===== config.mk =====
export PLATFORM = sky130hd
export DESIGN_NAME = can_flag_dom_monitor
export DESIGN_NICKNAME = d
export VERILOG_FILES = /design/src/rtl/can_fdm_pkg.sv /design/src/rtl/can_fdm_arm.sv /design/src/rtl/can_fdm_run_ctr.sv /design/src/rtl/can_fdm_route.sv /design/src/rtl/can_flag_dom_monitor.sv
export SDC_FILE = /design/constraint.sdc
export NUM_CORES = 1
export LEC_CHECK = 0
export BUFFER_PORTS_ARGS = -buffer_cell sky130_fd_sc_hd__buf_2
export CAP_MARGIN = 40
export CORE_AREA = 2 2 39 41
export CTS_BUF_LIST = sky130_fd_sc_hd__clkbuf_16
export DETAILED_ROUTE_END_ITERATION = 7
export DIE_AREA = 0 0 41 43
export HOLD_SLACK_MARGIN = 0.15
export PLACE_DENSITY = 0.56
export RECOVER_POWER = 25
export SLEW_MARGIN = 20
export SYNTH_ARGS = -nofsm -noshare
export SYNTH_HDL_FRONTEND = slang
export SYNTH_SLANG_ARGS = --single-unit

===== constraint.sdc =====
create_clock -name clk_i -period 2 [get_ports clk_i]
set_clock_uncertainty 0.15 [all_clocks]
set_input_delay 0.1 -clock clk_i [delete_from_list [all_inputs] [get_ports clk_i]]
set_output_delay 0.1 -clock clk_i [all_outputs]
set_load 0.02 [all_outputs]

===== src/rtl/can_fdm_pkg.sv =====
package can_fdm_pkg;
  typedef enum logic [1:0] {
    FK_ACTIVE   = 2'b00,
    FK_PASSIVE  = 2'b01,
    FK_OVERLOAD = 2'b10,
    FK_RSVD     = 2'b11
  } flag_kind_e;
endpackage


===== src/rtl/can_fdm_arm.sv =====
module can_fdm_arm (
  input  logic clk_i,
  input  logic rst_ni,
  input  logic start_i,
  input  logic bit_stb_i,
  input  logic bus_dom_i,
  output logic step_o,
  output logic first_dom_o
);
  logic armed_q, first_q;
  logic live_bit;

  assign live_bit    = bit_stb_i && armed_q && !start_i;
  assign step_o      = live_bit && bus_dom_i;
  assign first_dom_o = step_o && first_q;

  always_ff @(posedge clk_i or negedge rst_ni) begin
    if (!rst_ni) begin
      armed_q <= 1'b0;
      first_q <= 1'b0;
    end else if (start_i) begin
      armed_q <= 1'b1;
      first_q <= 1'b1;
    end else if (live_bit) begin
      first_q <= 1'b0;
      if (!bus_dom_i) armed_q <= 1'b0;
    end
  end
endmodule


===== src/rtl/can_fdm_run_ctr.sv =====
module can_fdm_run_ctr #(
  parameter int unsigned ACT_LIMIT = 14,
  parameter int unsigned PAS_LIMIT = 8,
  parameter int unsigned REPEAT    = 8,
  parameter int unsigned CNT_W     = 4
) (
  input  logic clk_i,
  input  logic rst_ni,
  input  logic start_i,
  input  logic passive_i,
  input  logic step_i,
  output logic hit_o
);
  localparam logic [CNT_W-1:0] ACT_T = CNT_W'(ACT_LIMIT);
  localparam logic [CNT_W-1:0] PAS_T = CNT_W'(PAS_LIMIT);
  localparam logic [CNT_W-1:0] REP_T = CNT_W'(REPEAT);

  logic [CNT_W-1:0] cnt_q, cnt_nxt, target;
  logic             post_q, pas_q;

  // before the first penalty the limit follows the flag kind, afterwards the repeat span
  assign target  = post_q ? REP_T : (pas_q ? PAS_T : ACT_T);
  assign cnt_nxt = cnt_q + 1'b1;
  assign hit_o   = step_i && (cnt_nxt == target);

  always_ff @(posedge clk_i or negedge rst_ni) begin
    if (!rst_ni) begin
      cnt_q  <= '0;
      post_q <= 1'b0;
      pas_q  <= 1'b0;
    end else if (start_i) begin
      cnt_q  <= '0;
      post_q <= 1'b0;
      pas_q  <= passive_i;
    end else if (step_i) begin
      if (hit_o) begin
        cnt_q  <= '0;
        post_q <= 1'b1;
      end else begin
        cnt_q  <= cnt_nxt;
      end
    end
  end
endmodule


===== src/rtl/can_fdm_route.sv =====
module can_fdm_route (
  input  logic hit_i,
  input  logic first_dom_i,
  input  logic role_tx_i,
  output logic tx_pen_o,
  output logic rx_pen_o,
  output logic rx_first_dom_o
);
  assign tx_pen_o       = hit_i && role_tx_i;
  assign rx_pen_o       = hit_i && !role_tx_i;
  assign rx_first_dom_o = first_dom_i && !role_tx_i;
endmodule


===== src/rtl/can_flag_dom_monitor.sv =====
module can_flag_dom_monitor #(
  parameter int unsigned ACT_LIMIT = 14,
  parameter int unsigned PAS_LIMIT = 8,
  parameter int unsigned REPEAT    = 8
) (
  input  logic       clk_i,
  input  logic       rst_ni,
  input  logic       bit_stb_i,
  input  logic       bus_dom_i,
  input  logic       flag_end_i,
  input  logic [1:0] flag_kind_i,
  input  logic       role_tx_i,
  output logic       tx_pen_o,
  output logic       rx_pen_o,
  output logic       rx_first_dom_o
);
  import can_fdm_pkg::*;

  localparam int unsigned MAX_A   = (ACT_LIMIT > PAS_LIMIT) ? ACT_LIMIT : PAS_LIMIT;
  localparam int unsigned MAX_LIM = (MAX_A > REPEAT) ? MAX_A : REPEAT;
  localparam int unsigned CNT_W   = $clog2(MAX_LIM + 1);

  logic step, first_dom, hit, is_passive;

  assign is_passive = (flag_kind_e'(flag_kind_i) == FK_PASSIVE);

  can_fdm_arm u_arm (
    .clk_i      (clk_i),
    .rst_ni     (rst_ni),
    .start_i    (flag_end_i),
    .bit_stb_i  (bit_stb_i),
    .bus_dom_i  (bus_dom_i),
    .step_o     (step),
    .first_dom_o(first_dom)
  );

  can_fdm_run_ctr #(
    .ACT_LIMIT(ACT_LIMIT),
    .PAS_LIMIT(PAS_LIMIT),
    .REPEAT   (REPEAT),
    .CNT_W    (CNT_W)
  ) u_ctr (
    .clk_i    (clk_i),
    .rst_ni   (rst_ni),
    .start_i  (flag_end_i),
    .passive_i(is_passive),
    .step_i   (step),
    .hit_o    (hit)
  );

  can_fdm_route u_route (
    .hit_i         (hit),
    .first_dom_i   (first_dom),
    .role_tx_i     (role_tx_i),
    .tx_pen_o      (tx_pen_o),
    .rx_pen_o      (rx_pen_o),
    .rx_first_dom_o(rx_first_dom_o)
  );
endmodule


==> run metrics, run 1 <==
outcome finished with violations; failing checks negative setup slack; Synth Area per Inst approximately 9.4 sq um; FF-to-FF End u_ctr.post_q$_DFFE_PN0P_; antenna viol nets, final 0; WHS Endpoint u_arm.armed_q$_DFFE_PN0P_; hold path depth 1; Residual DRC 0; Synth Register Bits 8; final hold slack 345 ps; count of different cell masters after synthesis 26; Hold WC Path Type register to register; Slew Limit Fails 0; # clock sinks 8; DIE WIDTH 41 microns; slowest CP cell dfrtp_1; Die Ht roughly 43 microns; H-tree depth 1; Syn Inst Count 48; Placeable Area approximately 0.0014 sq mm; top-area cell type share of the netlist area 0.443; period utilization 1.03; Starting Density 0.326; Final TNS setup -104 ps; Setup CP Type register to primary output; hpwl dp 649 microns; routed length per instance around 11 microns; final setup vio count 2; worst r2r src u_ctr.cnt_q[0]$_DFFE_PN0P_; Leakage between 0.3 and 0.4 nW; Seq/Total Area, Yosys 0.443; final worst slack -55.5 ps; overall die area 0.00176 sq mm; Area contributors post-synth dfrtp_1 (44%), nand2_1 (4.2%), xor2_1 (3.9%), a21oi_1 (3.3%), a21o_1 (3.3%); Post-synth top cells dfrtp_1 (8), nand2_1 (5), nor2_1 (4); CTS tree yes; dpl cells 75; Most used DFF post-synth dfrtp_1; initial antenna violation count 0; Post-synth EDFFs 0; reg-to-reg slack, setup 110 ps; number of global-route vias before repair ~400; IO Port Bufs 10; unrepaired setup endpoints after global routing yes; final hold vios 0; max incr delay on CP around 370 ps; first-pass GRT wire length between 1500 and 2000 microns; Worst-Margin Slew roughly 420 ps; Final GP Congestion between 0.6 and 0.7; root buffer cell clkbuf_16; CP Buf/Inv Count 1; required time of the worst setup path around 1800 ps; total power between 0.5 and 0.6 mW; number of CTS-inserted buffers 3; pin count of the biggest net entering global routing 13; f_max 0.487 GHz; DR iter-0 viols 2; Top delay family on crit path simple AND/OR/NAND/NOR gates; CP arrival about 1800 ps; P&R area growth vs syn 62.0%; clock slew at reported path FFs approximately 40 ps; drt first pass iters 4; Worst slew margin 0.717; top-count cell post-synth dfrtp_1; CP cell instances ha_2, xor2_2, nor4b_2, o21ai_2, nor4_1, buf_2; Max VDD drop approximately 0.43 mV; layout cells sized above 1 0.324; Hold Crit Start u_arm.armed_q$_DFFE_PN0P_; YS warnings 0; All-Layer GR Usage 0.147; crit-path max FO 3; grt ovf 0; asr flop ratio synth 1.00; Final Instance Area 732 sq um; power density over the cells between 700 and 800 mW/mm^2; vias post-DR between 400 and 500; post-synth top area cell dfrtp_1; Ports 11; clock latency on the worst-skew pair 230 ps; DP Area between 500 and 600 sq um; Final min period 2060 ps; final cell count without fillers 90; worst r2r path cells 8; Max-cap violations 0; number of cell rows 14; Layout Nets 85; Syn Nets 57; Mapped Area about 450 sq um; clk buf depth 2; Antenna diodes 0; routed vias/inst approximately 4.8; CP startpoint kind register; Routed Wire Length roughly 980 microns; Worst Setup End Kind primary output
==> cells by family after synthesis <==
family	share of synthesized area
AND/OR/NAND/NOR	0.277
flip-flops	0.443
AO/OA/AOI/OAI	0.150
XOR/XNOR	0.0582
buffers and inverters	0.0443
adder cells (fa/ha/maj)	0.0277
==> worst reg2reg max path, delay by kind of cell, from the launching register on <==
family / cells / cell delay [ps]
compound gates: 2 / 290
buf+inv: 2 / 280
simple gates: 2 / 360
fa+ha+maj: 1 / 210
flops: 1 / 370
xor+xnor: 1 / 150
==> power by group <==
part / leakage, nW / total [mW] / switching [mW] / internal, mW
sequential: 0.103 / 0.174 / 0.00431 / 0.170
combinational: 0.197 / 0.0582 / 0.0268 / 0.0314
clock: 0.0370 / 0.337 / 0.0789 / 0.258
total: 0.336 / 0.569 / 0.110 / 0.459
==> per-stage QoR <==
step	util	worst slack [ps]
3_5_place_dp	0.387	91.4
2_1_floorplan	-	-155
3_3_place_gp	0.387	109
5_1_grt	0.529	-170
6_report	0.529	-55.5
4_1_cts	0.523	-138
==> repair_timing <==
| item | in CTS | in global routing |
|---|---|---|
| endpoints found under the hold margin | 16 | 0 |
| hold buffers | 8 | 0 |
| resized for setup | 1 | 2 |
| setup endpoints to repair | 2 | 3 |
| pin swaps | 4 | 3 |
| buffers inserted | 4 | 0 |
==> layout by cell type (no fill, tap or decap) <==
cell type / Yosys / final
nand3_1: 2 / 2
nor4_1: 2 / 1
o21ai_2: 1 / 1
a21oi_1: 3 / 3
nand2b_1: 1 / 1
buf_4: 0 / 6
o21ba_1: 1 / 1
nor2_1: 4 / 4
a211oi_1: 1 / 1
nand3_2: 1 / 1
a21o_1: 2 / 2
ha_2: 0 / 1
nor2b_1: 1 / 1
inv_1: 3 / 3
dfrtp_1: 8 / 8
buf_2: 1 / 9
xor2_1: 2 / 1
clkbuf_16: 0 / 3
xor2_2: 0 / 1
or3_1: 1 / 1
dlygate4sd3_1: 0 / 8
nor3b_1: 1 / 1
clkbuf_1: 1 / 2
o22ai_1: 1 / 1
nor4b_1: 1 / 1
o21ai_0: 1 / 1
and4_1: 1 / 1
xnor2_1: 1 / 1
nor4_2: 0 / 1
nand2_1: 5 / 5
nor4b_2: 1 / 1
==> worst max path at each step <==
stage / start / to / slack, ps / cells past startpoint
5_1_grt: u_ctr.cnt_q[0]$_DFFE_PN0P_ / rx_pen_o / -170 / 6
2_1_floorplan: u_ctr.cnt_q[0]$_DFFE_PN0P_ / rx_pen_o / -150 / 5
3_3_place_gp: u_ctr.cnt_q[0]$_DFFE_PN0P_ / tx_pen_o / 110 / 6
6_report: u_ctr.cnt_q[0]$_DFFE_PN0P_ / tx_pen_o / -60 / 6
3_5_place_dp: u_ctr.cnt_q[0]$_DFFE_PN0P_ / tx_pen_o / 90 / 6
4_1_cts: u_ctr.cnt_q[0]$_DFFE_PN0P_ / tx_pen_o / -140 / 6
==> flip-flops by register name (all words and copies together), names as in the netlist <==
register	flops
u_arm.first_q	1
u_arm.armed_q	1
u_ctr.cnt_q	4
u_ctr.pas_q	1
u_ctr.post_q	1
==> routing by layer <==
layer,vias to the layer above,global-route usage,part of all wire
met5,-,0,0
met4,0,0.120,0.030
li1,219,-,-
met3,4,0.0471,0.023
met2,6,0.209,0.51
met1,201,0.168,0.43
==> layout make-up <==
| type | instances | area, sq um |
|---|---|---|
| tap | 16 | 20.0 |
| multi-input combinational | 35 | 248 |
| fill | 144 | 652 |
| timing repair buffer | 25 | 178 |
| sequential | 8 | 200 |
| inverter | 3 | 11.3 |
| clock buffer | 3 | 75.1 |
Note: power is estimated with default switching activity, not from simulation.
==> run 2, diff against run 1 <==
--- a/config.mk
+++ b/config.mk
@@ -12,9 +12,10 @@
 export DETAILED_ROUTE_END_ITERATION = 7
 export DIE_AREA = 0 0 41 43
 export HOLD_SLACK_MARGIN = 0.15
-export PLACE_DENSITY = 0.56
+export PLACE_DENSITY = 0.57
 export RECOVER_POWER = 25
 export SLEW_MARGIN = 20
 export SYNTH_ARGS = -nofsm -noshare
 export SYNTH_HDL_FRONTEND = slang
+export SYNTH_HIERARCHICAL = 1
 export SYNTH_SLANG_ARGS = --single-unit
==> run metrics, run 2 <==
outcome finished with violations; failing checks design-rule violations; post-synth top area cell dfrtp_1; antenna viol nets, final 0 (unchanged); WHS Endpoint u_ctr/cnt_q[3]$_DFFE_PN0P_; overall die area 0.00176 sq mm (unchanged); CP arrival 1720 ps (-90 ps); Starting Density 0.334 (+0.00723); FF-to-FF End u_ctr/cnt_q[1]$_DFFE_PN0P_; Syn Inst Count 45 (-6.3%); crit-path max FO 3 (unchanged); commonest non-fill, non-tap cells in the layout buf_2 (9), dlygate4sd3_1 (7), dfrtp_1 (7); root buffer cell clkbuf_16; All-Layer GR Usage 0.157 (+0.0103); Residual DRC 1 (+1); asr flop ratio synth 1.00 (unchanged); max reg flops 4 (unchanged); f_max 0.508 GHz (+4.5%); drt first pass iters 6 (+2); layout cells sized above 1 0.435 (+0.110); Setup CP Type register to primary output; Final GP Congestion 0.754 (+21%); hpwl dp 701 microns (+8.1%); final cell count without fillers 85 (-5.6%); clk buf depth 2 (unchanged); vias post-DR 424 (-1.4%); period utilization 0.984 (-0.0439); number of cell rows 14 (unchanged); pin count of the biggest net entering global routing 9 (-4); required time of the worst setup path 1750 ps (about the same); DR iter-0 viols 6 (+4); DP Area 547 sq um (+2.1%); Hold Crit Start bit_stb_i; Multi-input gate area 302 sq um (+22%); Worst-Margin Slew 400 ps (-24.5 ps); Antenna diodes 0 (unchanged); Worst Setup End Kind primary output; Synth Register Bits 8 (unchanged); Final Instance Area 747 sq um (+2.1%); Routed Wire Length 1170 microns (+20%); initial antenna violation count 0 (unchanged); DIE WIDTH 41 microns (unchanged); first-pass GRT wire length 1790 microns (+8.8%); Synth Area per Inst 10.3 sq um (+9.0%); final hold slack 271 ps (-73.7 ps); fillers 136 (-5.6%); Placeable Area 0.00138 sq mm (unchanged); dpl cells 73 (-2.7%); worst r2r path cells 6 (-2); CTS tree yes; count of different cell masters after synthesis 24 (-7.7%); Mapped Area 462 sq um (+2.2%); H-tree depth 1 (unchanged); Layout Nets 80 (-5.9%); Hold WC Path Type primary input to register; hold path depth 5 (+4); Syn Nets 54 (-5.3%); Post-synth EDFFs 0 (unchanged); Max-cap violations 0 (unchanged); top-count cell post-synth dfrtp_1; Biggest register u_ctr/cnt_q; Worst slew margin 0.733 (+0.0154); # clock sinks 8 (unchanged); clock latency on the worst-skew pair 230 ps (about the same); number of global-route vias before repair 416 (+3.5%); number of CTS-inserted buffers 3 (unchanged); power density over the cells 761 mW/mm^2 (-2.1%); Max VDD drop 0.654 mV (+52%); final setup vio count 0 (-2); Ports 11 (unchanged); Area contributors post-synth dfrtp_1 (43%), nor2b_1 (5.4%), a21o_2 (3.8%), xnor2_1 (3.8%), a21oi_1 (3.3%); Most used DFF post-synth dfrtp_1; most common cell after layout, fill and taps aside buf_2; CP startpoint u_ctr/cnt_q[0]$_DFFE_PN0P_; top-area cell type share of the netlist area 0.434 (-0.00961); Post-synth top cells dfrtp_1 (8), nand2_1 (4), nor2b_1 (4); reg-to-reg slack, setup 250 ps (+140 ps); grt ovf 0 (unchanged); routed vias/inst 4.99 (+4.4%); worst r2r src u_ctr/cnt_q[0]$_DFFE_PN0P_; CP startpoint kind register; Final min period 1970 ps (-87.8 ps); IO Port Bufs 10 (unchanged); YS warnings 6 (+6); routed length per instance 13.7 microns (+27%); Leakage 0.338 nW (+0.60%); P&R area growth vs syn 61.8%; clock slew at reported path FFs 40 ps (about the same); Slew Limit Fails 0 (unchanged); final hold vios 0 (unchanged); Seq/Total Area, Yosys 0.434 (-0.00961); Sequential Area 201 sq um (+0.62%); Die Ht 43 microns (unchanged)
==> run 2: worst max path at each step <==
stage | slack [ps] | end | depth (start not counted)
3_3_place_gp | 270 | tx_pen_o | 6
3_5_place_dp | 240 | rx_pen_o | 6
5_1_grt | -40 | tx_pen_o | 6
2_1_floorplan | 230 | rx_pen_o | 5
6_report | 30 | rx_pen_o | 6
4_1_cts | 7 | rx_pen_o | 6
==> run 2: worst max-delay path, stage by stage (launching register included) <==
cell and delay [ps]:
dfrtp_2 440, ha_4 190, xnor2_2 190, mux2i_2 280, nor2_2 80, nor2b_2 150
buf_4 150
==> run 2: layout make-up <==
type                       instances  area share
sequential                         8       0.270
multi-input combinational         37       0.404
tap                               16      0.0268
timing repair buffer              21       0.199
clock buffer                       3       0.101
==> run 2: cells by family after synthesis <==
| kind of cell | Yosys count | synth area share |
|---|---|---|
| muxes | 2 | 0.0461 |
| and+or+nand+nor | 20 | 0.268 |
| xor gates and xnor gates | 2 | 0.0379 |
| DFF | 8 | 0.434 |
| AOI/OAI and AO/OA | 12 | 0.187 |
| adders and majority gates | 1 | 0.0271 |
==> run 2: power breakdown <==
part	switching, mW	internal [mW]	total, mW
Clock	0.0799	0.258	0.338
Sequential	0.00590	0.169	0.175
Combinational	0.0224	0.0334	0.0558
==> run 2: stage by stage <==
stage	setup TNS, ps	total power [mW]	setup slack (ps)	util
CTS	0	0.569	6.88	0.502
detailed placement	0	0.217	235	0.395
finish	0	0.569	32.4	0.540
global placement	0	0.216	270	0.395
global route	-72.1	0.590	-38.5	0.540
floorplan	0	0.195	233	-
==> run 2: per-layer routing <==
layer  GRT usage  part of all wire  vias up
met5           0                 0        -
met4      0.0800             0.015        0
met3      0.0628             0.039        2
li1            -                 -      208
met1       0.175              0.42      204
met2       0.244              0.53       10
==> run 2: repair_timing <==
item,4_1_cts,5_1_grt
resized for setup,1,9
hold buffers,7,0
endpoints found under the setup margin,1,2
pin swaps,1,1
hold endpoints to repair,16,0
setup buffers,0,2
